## config.mk

```make
export PLATFORM = sky130hd
export DESIGN_NAME = dmac_channel
export DESIGN_NICKNAME = d
export VERILOG_FILES = /design/src/rtl/dmac_pkg.sv /design/src/rtl/dmac_reqsel.sv /design/src/rtl/dmac_regs.sv /design/src/rtl/dmac_engine.sv /design/src/rtl/dmac_channel.sv
export SDC_FILE = /design/constraint.sdc
export NUM_CORES = 1
export LEC_CHECK = 0
export ABC_AREA = 1
export BUFFER_PORTS_ARGS = -buffer_cell sky130_fd_sc_hd__buf_2
export CORE_ASPECT_RATIO = 1.5
export CORE_MARGIN = 3
export CORE_UTILIZATION = 48
export CTS_CLUSTER_SIZE = 8
export DETAILED_ROUTE_END_ITERATION = 7
export GPL_TIMING_DRIVEN = 1
export PLACE_DENSITY_LB_ADDON = 0.05
export SETUP_SLACK_MARGIN = 0.5
export SLEW_MARGIN = 20
export SYNTH_ARGS = -nofsm -noshare
export SYNTH_HDL_FRONTEND = slang
export SYNTH_HIERARCHICAL = 1
export SYNTH_SLANG_ARGS = --single-unit
```

## constraint.sdc

```tcl
create_clock -name clk -period 1.71 [get_ports clk]
set_input_delay 0.342 -clock clk [delete_from_list [all_inputs] [get_ports clk]]
set_output_delay 0.342 -clock clk [all_outputs]
set_load 0.01 [all_outputs]
```

## src/rtl/dmac_pkg.sv

```systemverilog
package dmac_pkg;
    localparam int WORD_W    = 32;
    localparam int PTR_W     = WORD_W - 2;
    localparam int CNT_W     = 14;
    localparam int SEL_W     = 5;
    localparam int REG_IDX_W = 3;

    localparam logic [SEL_W-1:0] SEL_PARKED = '1;

    // control word bit positions
    localparam int CB_EN    = 31;
    localparam int CB_IE    = 30;
    localparam int CB_HOLD  = 29;
    localparam int CB_DIR   = 28;
    localparam int CB_ONCE  = 27;
    localparam int CB_PACED = 21;
    localparam int CB_SEL   = 16;
    localparam int CB_CNT   = 2;

    // status word bit positions
    localparam int SB_BUSY  = 31;
    localparam int SB_PEND  = 30;
    localparam int SB_HALT  = 29;
    localparam int SB_PHASE = 28;

    typedef enum logic [REG_IDX_W-1:0] {
        RI_CTRL = 3'd0,
        RI_STAT = 3'd1,
        RI_PPTR = 3'd2,
        RI_MPTR = 3'd3,
        RI_PSEQ = 3'd4,
        RI_MSEQ = 3'd5
    } reg_idx_e;

    typedef enum logic [1:0] {
        ES_OFF,
        ES_WAIT,
        ES_READ,
        ES_WRITE
    } eng_state_e;

    typedef struct packed {
        logic             en;
        logic             ie;
        logic             hold;
        logic             dir;
        logic             once;
        logic             paced;
        logic [SEL_W-1:0] sel;
        logic [CNT_W-1:0] wcount;
    } ctrl_t;

    typedef struct packed {
        logic             busy;
        logic             pending;
        logic             halted;
        logic             phase;
        logic [CNT_W-1:0] remain;
    } stat_t;

    function automatic logic [WORD_W-1:0] ctrl_pack(input ctrl_t c);
        logic [WORD_W-1:0] w;
        w = '0;
        w[CB_EN]    = c.en;
        w[CB_IE]    = c.ie;
        w[CB_HOLD]  = c.hold;
        w[CB_DIR]   = c.dir;
        w[CB_ONCE]  = c.once;
        w[CB_PACED] = c.paced;
        w[CB_SEL +: SEL_W] = c.sel;
        w[CB_CNT +: CNT_W] = c.wcount;
        return w;
    endfunction

    function automatic logic [WORD_W-1:0] stat_pack(input stat_t s);
        logic [WORD_W-1:0] w;
        w = '0;
        w[SB_BUSY]  = s.busy;
        w[SB_PEND]  = s.pending;
        w[SB_HALT]  = s.halted;
        w[SB_PHASE] = s.phase;
        w[CB_CNT +: CNT_W] = s.remain;
        return w;
    endfunction
endpackage

```

## src/rtl/dmac_reqsel.sv

```systemverilog
module dmac_reqsel
    import dmac_pkg::*;
#(
    parameter int N_REQ = 31
) (
    input  logic [N_REQ-1:0] req,
    input  logic [SEL_W-1:0] sel,
    input  logic             paced,
    output logic             go,
    output logic             parked
);
    logic [N_REQ-1:0] hit;

    generate
        for (genvar i = 0; i < N_REQ; i++) begin : g_line
            assign hit[i] = req[i] && (sel == SEL_W'(i));
        end
    endgenerate

    assign parked = (sel == SEL_PARKED);
    assign go     = !parked && (!paced || (|hit));
endmodule

```

## src/rtl/dmac_regs.sv

```systemverilog
module dmac_regs
    import dmac_pkg::*;
(
    input  logic                 clk,
    input  logic                 rst,
    input  logic                 wr,
    input  logic [REG_IDX_W-1:0] idx,
    input  logic [WORD_W-1:0]    wdata,
    output logic [WORD_W-1:0]    rdata,
    input  logic                 pend_set,
    input  logic                 once_done,
    input  logic                 busy,
    input  logic                 halted,
    input  logic                 phase,
    input  logic [CNT_W-1:0]     remain,
    output ctrl_t                ctrl,
    output logic [PTR_W-1:0]     pptr,
    output logic [PTR_W-1:0]     mptr,
    output logic                 pending
);
    ctrl_t             ctrl_q;
    logic [PTR_W-1:0]  pptr_q, mptr_q;
    logic [WORD_W-1:0] pseq_q, mseq_q;
    logic              pend_q;
    reg_idx_e          sel_idx;
    stat_t             stat;

    assign sel_idx = reg_idx_e'(idx);

    always_ff @(posedge clk) begin
        if (rst) begin
            ctrl_q <= '0;
            pptr_q <= '0;
            mptr_q <= '0;
            pseq_q <= '0;
            mseq_q <= '0;
            pend_q <= 1'b0;
        end else begin
            if (once_done) begin
                ctrl_q.en <= 1'b0;
            end
            if (pend_set) begin
                pend_q <= 1'b1;
            end else if (wr && sel_idx == RI_STAT && wdata[SB_PEND]) begin
                pend_q <= 1'b0;
            end
            if (wr) begin
                case (sel_idx)
                    RI_CTRL: begin
                        ctrl_q.en     <= wdata[CB_EN];
                        ctrl_q.ie     <= wdata[CB_IE];
                        ctrl_q.hold   <= wdata[CB_HOLD];
                        ctrl_q.dir    <= wdata[CB_DIR];
                        ctrl_q.once   <= wdata[CB_ONCE];
                        ctrl_q.paced  <= wdata[CB_PACED];
                        ctrl_q.sel    <= wdata[CB_SEL +: SEL_W];
                        ctrl_q.wcount <= wdata[CB_CNT +: CNT_W];
                    end
                    RI_PPTR: pptr_q <= wdata[WORD_W-1:2];
                    RI_MPTR: mptr_q <= wdata[WORD_W-1:2];
                    RI_PSEQ: pseq_q <= wdata;
                    RI_MSEQ: mseq_q <= wdata;
                    default: ;
                endcase
            end
        end
    end

    always_comb begin
        stat.busy    = busy;
        stat.pending = pend_q;
        stat.halted  = halted;
        stat.phase   = phase;
        stat.remain  = remain;
    end

    always_comb begin
        case (sel_idx)
            RI_CTRL: rdata = ctrl_pack(ctrl_q);
            RI_STAT: rdata = stat_pack(stat);
            RI_PPTR: rdata = {pptr_q, 2'b00};
            RI_MPTR: rdata = {mptr_q, 2'b00};
            RI_PSEQ: rdata = pseq_q;
            RI_MSEQ: rdata = mseq_q;
            default: rdata = '0;
        endcase
    end

    assign ctrl    = ctrl_q;
    assign pptr    = pptr_q;
    assign mptr    = mptr_q;
    assign pending = pend_q;
endmodule

```

## src/rtl/dmac_engine.sv

```systemverilog
module dmac_engine
    import dmac_pkg::*;
(
    input  logic              clk,
    input  logic              rst,
    input  logic              en,
    input  logic              hold,
    input  logic              dir,
    input  logic              once,
    input  logic [CNT_W-1:0]  wcount,
    input  logic              go,
    input  logic              parked,
    input  logic [PTR_W-1:0]  pptr_sh,
    input  logic [PTR_W-1:0]  mptr_sh,
    output logic              rd_valid,
    output logic              rd_mem,
    output logic [WORD_W-1:0] rd_addr,
    input  logic              rd_ready,
    input  logic [WORD_W-1:0] rd_data,
    output logic              wr_valid,
    output logic              wr_mem,
    output logic [WORD_W-1:0] wr_addr,
    output logic [WORD_W-1:0] wr_data,
    input  logic              wr_ready,
    output logic              busy,
    output logic              halted,
    output logic              phase,
    output logic [CNT_W-1:0]  remain,
    output logic              eoc,
    output logic              once_done
);
    eng_state_e        st_q;
    logic [PTR_W-1:0]  pp_q, mp_q;
    logic [CNT_W-1:0]  rem_q;
    logic              ph_q;
    logic [WORD_W-1:0] buf_q;
    logic              word_done;
    logic              last_word;
    logic              frozen;

    assign frozen    = parked || hold;
    assign last_word = (rem_q == '0);
    assign word_done = en && (st_q == ES_WRITE) && wr_ready;

    always_ff @(posedge clk) begin
        if (rst) begin
            st_q  <= ES_OFF;
            pp_q  <= '0;
            mp_q  <= '0;
            rem_q <= '0;
            ph_q  <= 1'b0;
            buf_q <= '0;
        end else if (!en) begin
            st_q <= ES_OFF;
        end else begin
            case (st_q)
                ES_OFF: begin
                    pp_q  <= pptr_sh;
                    mp_q  <= mptr_sh;
                    rem_q <= wcount;
                    ph_q  <= 1'b0;
                    st_q  <= ES_WAIT;
                end
                ES_WAIT: begin
                    if (go && !frozen) begin
                        st_q <= ES_READ;
                    end
                end
                ES_READ: begin
                    if (rd_ready) begin
                        buf_q <= rd_data;
                        st_q  <= ES_WRITE;
                    end
                end
                ES_WRITE: begin
                    if (wr_ready) begin
                        pp_q <= pp_q + 1'b1;
                        mp_q <= mp_q + 1'b1;
                        if (!last_word) begin
                            rem_q <= rem_q - 1'b1;
                            st_q  <= ES_WAIT;
                        end else if (once) begin
                            st_q <= ES_OFF;
                        end else begin
                            rem_q <= wcount;
                            ph_q  <= ~ph_q;
                            st_q  <= ES_WAIT;
                            if (ph_q) begin
                                pp_q <= pptr_sh;
                                mp_q <= mptr_sh;
                            end
                        end
                    end
                end
                default: st_q <= ES_OFF;
            endcase
        end
    end

    assign rd_valid  = en && (st_q == ES_READ);
    assign wr_valid  = en && (st_q == ES_WRITE);
    assign rd_mem    = dir;
    assign wr_mem    = !dir;
    assign rd_addr   = {(dir ? mp_q : pp_q), 2'b00};
    assign wr_addr   = {(dir ? pp_q : mp_q), 2'b00};
    assign wr_data   = buf_q;
    assign busy      = (st_q != ES_OFF);
    assign halted    = (st_q == ES_WAIT) && frozen;
    assign phase     = ph_q;
    assign remain    = rem_q;
    assign eoc       = word_done && last_word;
    assign once_done = eoc && once;
endmodule

```

## src/rtl/dmac_channel.sv

```systemverilog
module dmac_channel
    import dmac_pkg::*;
#(
    parameter int N_REQ = 31
) (
    input  logic                 clk,
    input  logic                 rst,
    input  logic                 reg_wr_i,
    input  logic [REG_IDX_W-1:0] reg_idx_i,
    input  logic [WORD_W-1:0]    reg_wdata_i,
    output logic [WORD_W-1:0]    reg_rdata_o,
    input  logic [N_REQ-1:0]     req_i,
    output logic                 rd_valid_o,
    input  logic                 rd_ready_i,
    output logic                 rd_mem_o,
    output logic [WORD_W-1:0]    rd_addr_o,
    input  logic [WORD_W-1:0]    rd_data_i,
    output logic                 wr_valid_o,
    input  logic                 wr_ready_i,
    output logic                 wr_mem_o,
    output logic [WORD_W-1:0]    wr_addr_o,
    output logic [WORD_W-1:0]    wr_data_o,
    output logic                 irq_o
);
    ctrl_t            ctrl;
    logic [PTR_W-1:0] pptr_sh, mptr_sh;
    logic             en_w, busy_w, halted_w, eoc_w, pend_w, once_done_w;
    logic             phase_w, go_w, parked_w;
    logic [CNT_W-1:0] remain_w;

    dmac_regs u_regs (
        .clk       (clk),
        .rst       (rst),
        .wr        (reg_wr_i),
        .idx       (reg_idx_i),
        .wdata     (reg_wdata_i),
        .rdata     (reg_rdata_o),
        .pend_set  (eoc_w),
        .once_done (once_done_w),
        .busy      (busy_w),
        .halted    (halted_w),
        .phase     (phase_w),
        .remain    (remain_w),
        .ctrl      (ctrl),
        .pptr      (pptr_sh),
        .mptr      (mptr_sh),
        .pending   (pend_w)
    );

    dmac_reqsel #(.N_REQ(N_REQ)) u_reqsel (
        .req    (req_i),
        .sel    (ctrl.sel),
        .paced  (ctrl.paced),
        .go     (go_w),
        .parked (parked_w)
    );

    assign en_w = ctrl.en;

    dmac_engine u_engine (
        .clk       (clk),
        .rst       (rst),
        .en        (en_w),
        .hold      (ctrl.hold),
        .dir       (ctrl.dir),
        .once      (ctrl.once),
        .wcount    (ctrl.wcount),
        .go        (go_w),
        .parked    (parked_w),
        .pptr_sh   (pptr_sh),
        .mptr_sh   (mptr_sh),
        .rd_valid  (rd_valid_o),
        .rd_mem    (rd_mem_o),
        .rd_addr   (rd_addr_o),
        .rd_ready  (rd_ready_i),
        .rd_data   (rd_data_i),
        .wr_valid  (wr_valid_o),
        .wr_mem    (wr_mem_o),
        .wr_addr   (wr_addr_o),
        .wr_data   (wr_data_o),
        .wr_ready  (wr_ready_i),
        .busy      (busy_w),
        .halted    (halted_w),
        .phase     (phase_w),
        .remain    (remain_w),
        .eoc       (eoc_w),
        .once_done (once_done_w)
    );

    assign irq_o = pend_w && ctrl.ie;
endmodule

```

==> results by group <==
Floorplan
  – # rows: 80
  – Die W: 154 um
  – Initial Utilization: 49.0%
  – Die area: 34900 um^2
  – Core Region: 32000 um^2
  – I/O Pins: 236
  – Die Ht: 227 um

Global routing
  – First-pass GRT wire length: 105 mm
  – Gr usage total: 37.6%
  – Largest net degree at the start of global routing: 100
  – Total gr overflow: 0
  – Initial antenna violation count: 1
  – Vias in the first global route: 19456

Setup path
  – CP peak stage delay: 0.34 ns
  – Worst Setup End Kind: output pin
  – Cell mode on critical path: inv_1
  – Critical path cell sequence: nand2_2 -> nor3_2 -> buf_4 -> o21ai_4 -> inv_1 -> inv_1 -> nor2_2 -> nor2_1 -> nand2_1 -> buf_2
  – WP buf/inv: 4
  – Startpoint class of the critical path: flop
  – Crit-path leading delay family: simple AND/OR/NAND/NOR gates
  – CP Max Fanout: 2
  – Crit Reg-Reg Startpoint: u_engine/remain[7]
  – CP startpoint: u_regs/ctrl[15]
  – Kind of critical path: flop to output pin
  – Slowest stage cell on the critical path: dfxtp_4
  – Crit path arrival time: 1.77 ns
  – Critical Path RT: 1.37 ns

Placement
  – Dpl cells: 3421
  – Final GP Congestion: 0.993
  – Hpwl dp: 45.2 mm
  – Port Buf Inserts: 231

STA
  – Minimum clock period: 2.11 ns
  – Max-slew violation count: 0
  – Final Hold Fails: 0
  – Slew HR: 51.9%
  – Worst Skew: 0.0284 ns
  – Transition time of the tightest slew-check pin: 0.721 ns
  – RSZ-0062 raised after global routing: true
  – Final period util: 123%
  – # setup viols final: 173
  – Final WS setup: -0.399 ns
  – Hold WS: 0.0567 ns
  – Maximum clock frequency: 474 MHz

Cells and area
  – Nets: 3349
  – Layout Cells excl Fill: 3653
  – Layout fillers: 1883
  – Layout cells sized above 1: 41.8%
  – Seq. cell area: 5330 um^2
  – Utilization after layout: 83.4%
  – Area of the multi-input gates: 11800 um^2
  – Synthesis-to-layout area growth: 70.4%
  – # diodes: 0

Detailed routing
  – Wire per inst: 22.4 um
  – Final ANT Viol Nets: 0
  – Initial drt markers: 2909
  – Residual DRC: 0
  – Routed vias: 21671
  – Detailed-route wire length: 81.7 mm
  – Vias per std cell: 5.93
  – First-pass iteration count of the detailed router: 8

Power and ir drop
  – Overall Power: 0.0160 W
  – Maximum vdd ir drop: 814 uV
  – Power Dens Cells: 598 nW/um^2
  – Leakage power: 11.7 nW

Logic synthesis
  – Synth area leader: dfxtp_1
  – Synthesized flop and latch total: 259
  – Asr flop ratio synth: 0%
  – Synthesis warning total: 6
  – Post-synth EDFFs: 0
  – Yosys top cell area share: 33.1%
  – Largest cells by area after synthesis: dfxtp_1 33%, nand2_1 19%, nor2_1 11%, nand3_1 9.7%, inv_1 8.3%
  – Syn avg cell area: 5.79 um^2
  – Cell Area, Synth: 15700 um^2
  – Synth Instances: 2710
  – Register area share after synthesis: 33.1%
  – Synth cell types: 35
  – Commonest register cell after synthesis: dfxtp_1

Run status
  – Failing checks: negative setup slack
  – Outcome: finished with violations

Clock tree
  – Clk pin slew, worst setup/hold paths: 0.05 ns
  – Hold buffers post-CTS: 0
  – Total CTS buffers: 38
  – H-tree depth: 2
  – Clock sink count: 259
  – Root Buffer Master: clkbuf_16
  – CTS tree: built
  – CTS max path bufs: 3
  – Worst skew pair latency: 0.54 ns

Job
  – Max_cap viols: 0

Min path
  – Hold Crit Start: reg_wdata_i[1]
  – HP Class: primary input to flop
tightest hold or removal path, delay by kind of cell:
family / cells / cell delay, ns
buffers and inverters: 1 / 0.09
AND/OR/NAND/NOR: 2 / 0.12
synth_stat cells, types with 9 or more instances:
library cell / instances
nand2_1: 812
nor2_1: 439
inv_1: 346
nand3_1: 303
dfxtp_1: 259
a21oi_1: 173
o21ai_0: 106
clkbuf_1: 71
buf_2: 50
nand4_1: 37
buf_1: 13
buf_4: 12
nor2_2: 11
o211ai_1: 10
ha_1: 9
sequential cells by signal, summed over array words and instances (netlist names):
signal	count
u_regs/pseq_q	32
u_engine/phase	1
u_engine/mp_q	30
u_regs/ctrl	25
u_engine/pp_q	30
u_regs/pending	1
u_regs/mptr	30
u_regs/pptr	30
u_regs/mseq_q	32
u_engine/remain	14
u_engine/st_q	2
u_engine/wr_data	32
metrics by stage:
stage          setup TNS [ns]  setup WS, ns  cell area, um^2
2_1_floorplan               0         0.194            16800
3_5_place_dp            -3.73        -0.213            19300
5_1_grt                -47.47        -0.475            26700
6_report               -36.75        -0.399            26700
4_1_cts                -24.68        -0.370            24200
3_3_place_gp            -2.92        -0.217            19300
power by group:
group	internal [W]	total (W)	switching, W
sequential	0.00618	0.00632	0.000148
clock	0.00419	0.00706	0.00287
combinational	0.00105	0.00260	0.00155
total	0.0114	0.0160	0.00457
path summary, 6_finish.rpt:
check | end | slack (ns) | cells past startpoint
worst min register to register | u_regs/mseq_q[27] | 0.47 | 2
worst max-delay path | reg_rdata_o[29] | -0.40 | 10
worst max register to register | u_engine/pp_q[5] | -0.36 | 12
worst min-delay path | u_regs/pseq_q[1] | 0.06 | 3
cell type report:
class,instances,share of cell area (%)
clock buffer,44,3.72
clock inverter,2,0.145
inverter,354,5.40
multi-input combinational,1954,44.2
sequential,259,20.0
tap,410,1.92
timing repair buffer,628,24.6
timing repair inverter,2,0.0937
cells in the final DEF, fill, tap and decap left out, types with 5 or more instances in the layout:
cell type	Yosys	final
nor2_2	11	39
o21ai_2	0	56
dfxtp_4	0	13
nand2_1	812	638
buf_8	0	24
clkbuf_1	71	5
inv_4	0	12
inv_1	346	312
buf_12	0	53
o211ai_1	10	10
a21oi_2	1	63
nand2_2	3	85
nor2_4	5	30
nor2_1	439	386
o21ai_0	106	19
buf_2	50	181
buf_16	0	38
buf_4	12	200
nand2_4	1	84
o21ai_4	0	19
nand3_2	2	73
o21ai_1	4	16
a21oi_4	0	35
dfxtp_1	259	169
nand3_1	303	194
clkbuf_16	0	49
a21oi_1	173	76
ha_4	0	5
buf_6	5	119
nand2_8	0	14
xor2_1	8	8
nand4_1	37	37
inv_2	7	21
dfxtp_2	0	77
xnor2_1	6	6
nand3_4	0	38
logic make-up (layout without fill, tap and decap cells):
family,count (synthesis),in the layout,synth area share [%]
and+or+nand+nor,1622,1627,42.6
buffers and inverters,505,1030,13.0
AOI/OAI and AO/OA,300,300,9.81
DFF,259,259,33.1
xor gates and xnor gates,14,14,0.782
adders and majority gates,9,9,0.718
other,1,4,0.0239
timing repair:
action | in CTS | in global routing
setup endpoints to repair | 240 | 269
pin swaps | 226 | 188
gates resized for setup | 554 | 455
endpoints found under the hold margin | 0 | 0
gates cloned | 42 | 13
setup buffers | 88 | 43
per-layer routing:
layer / vias to the layer above / part of all wire (%) / global-route usage (%)
met2: 1609 / 48 / 66.3
met1: 9998 / 34 / 43.0
met3: 548 / 8.8 / 5.27
met5: - / 0.016 / 0
met4: 2 / 9.4 / 23.0
li1: 9514 / - / -
(Power assumes the default switching activity.)
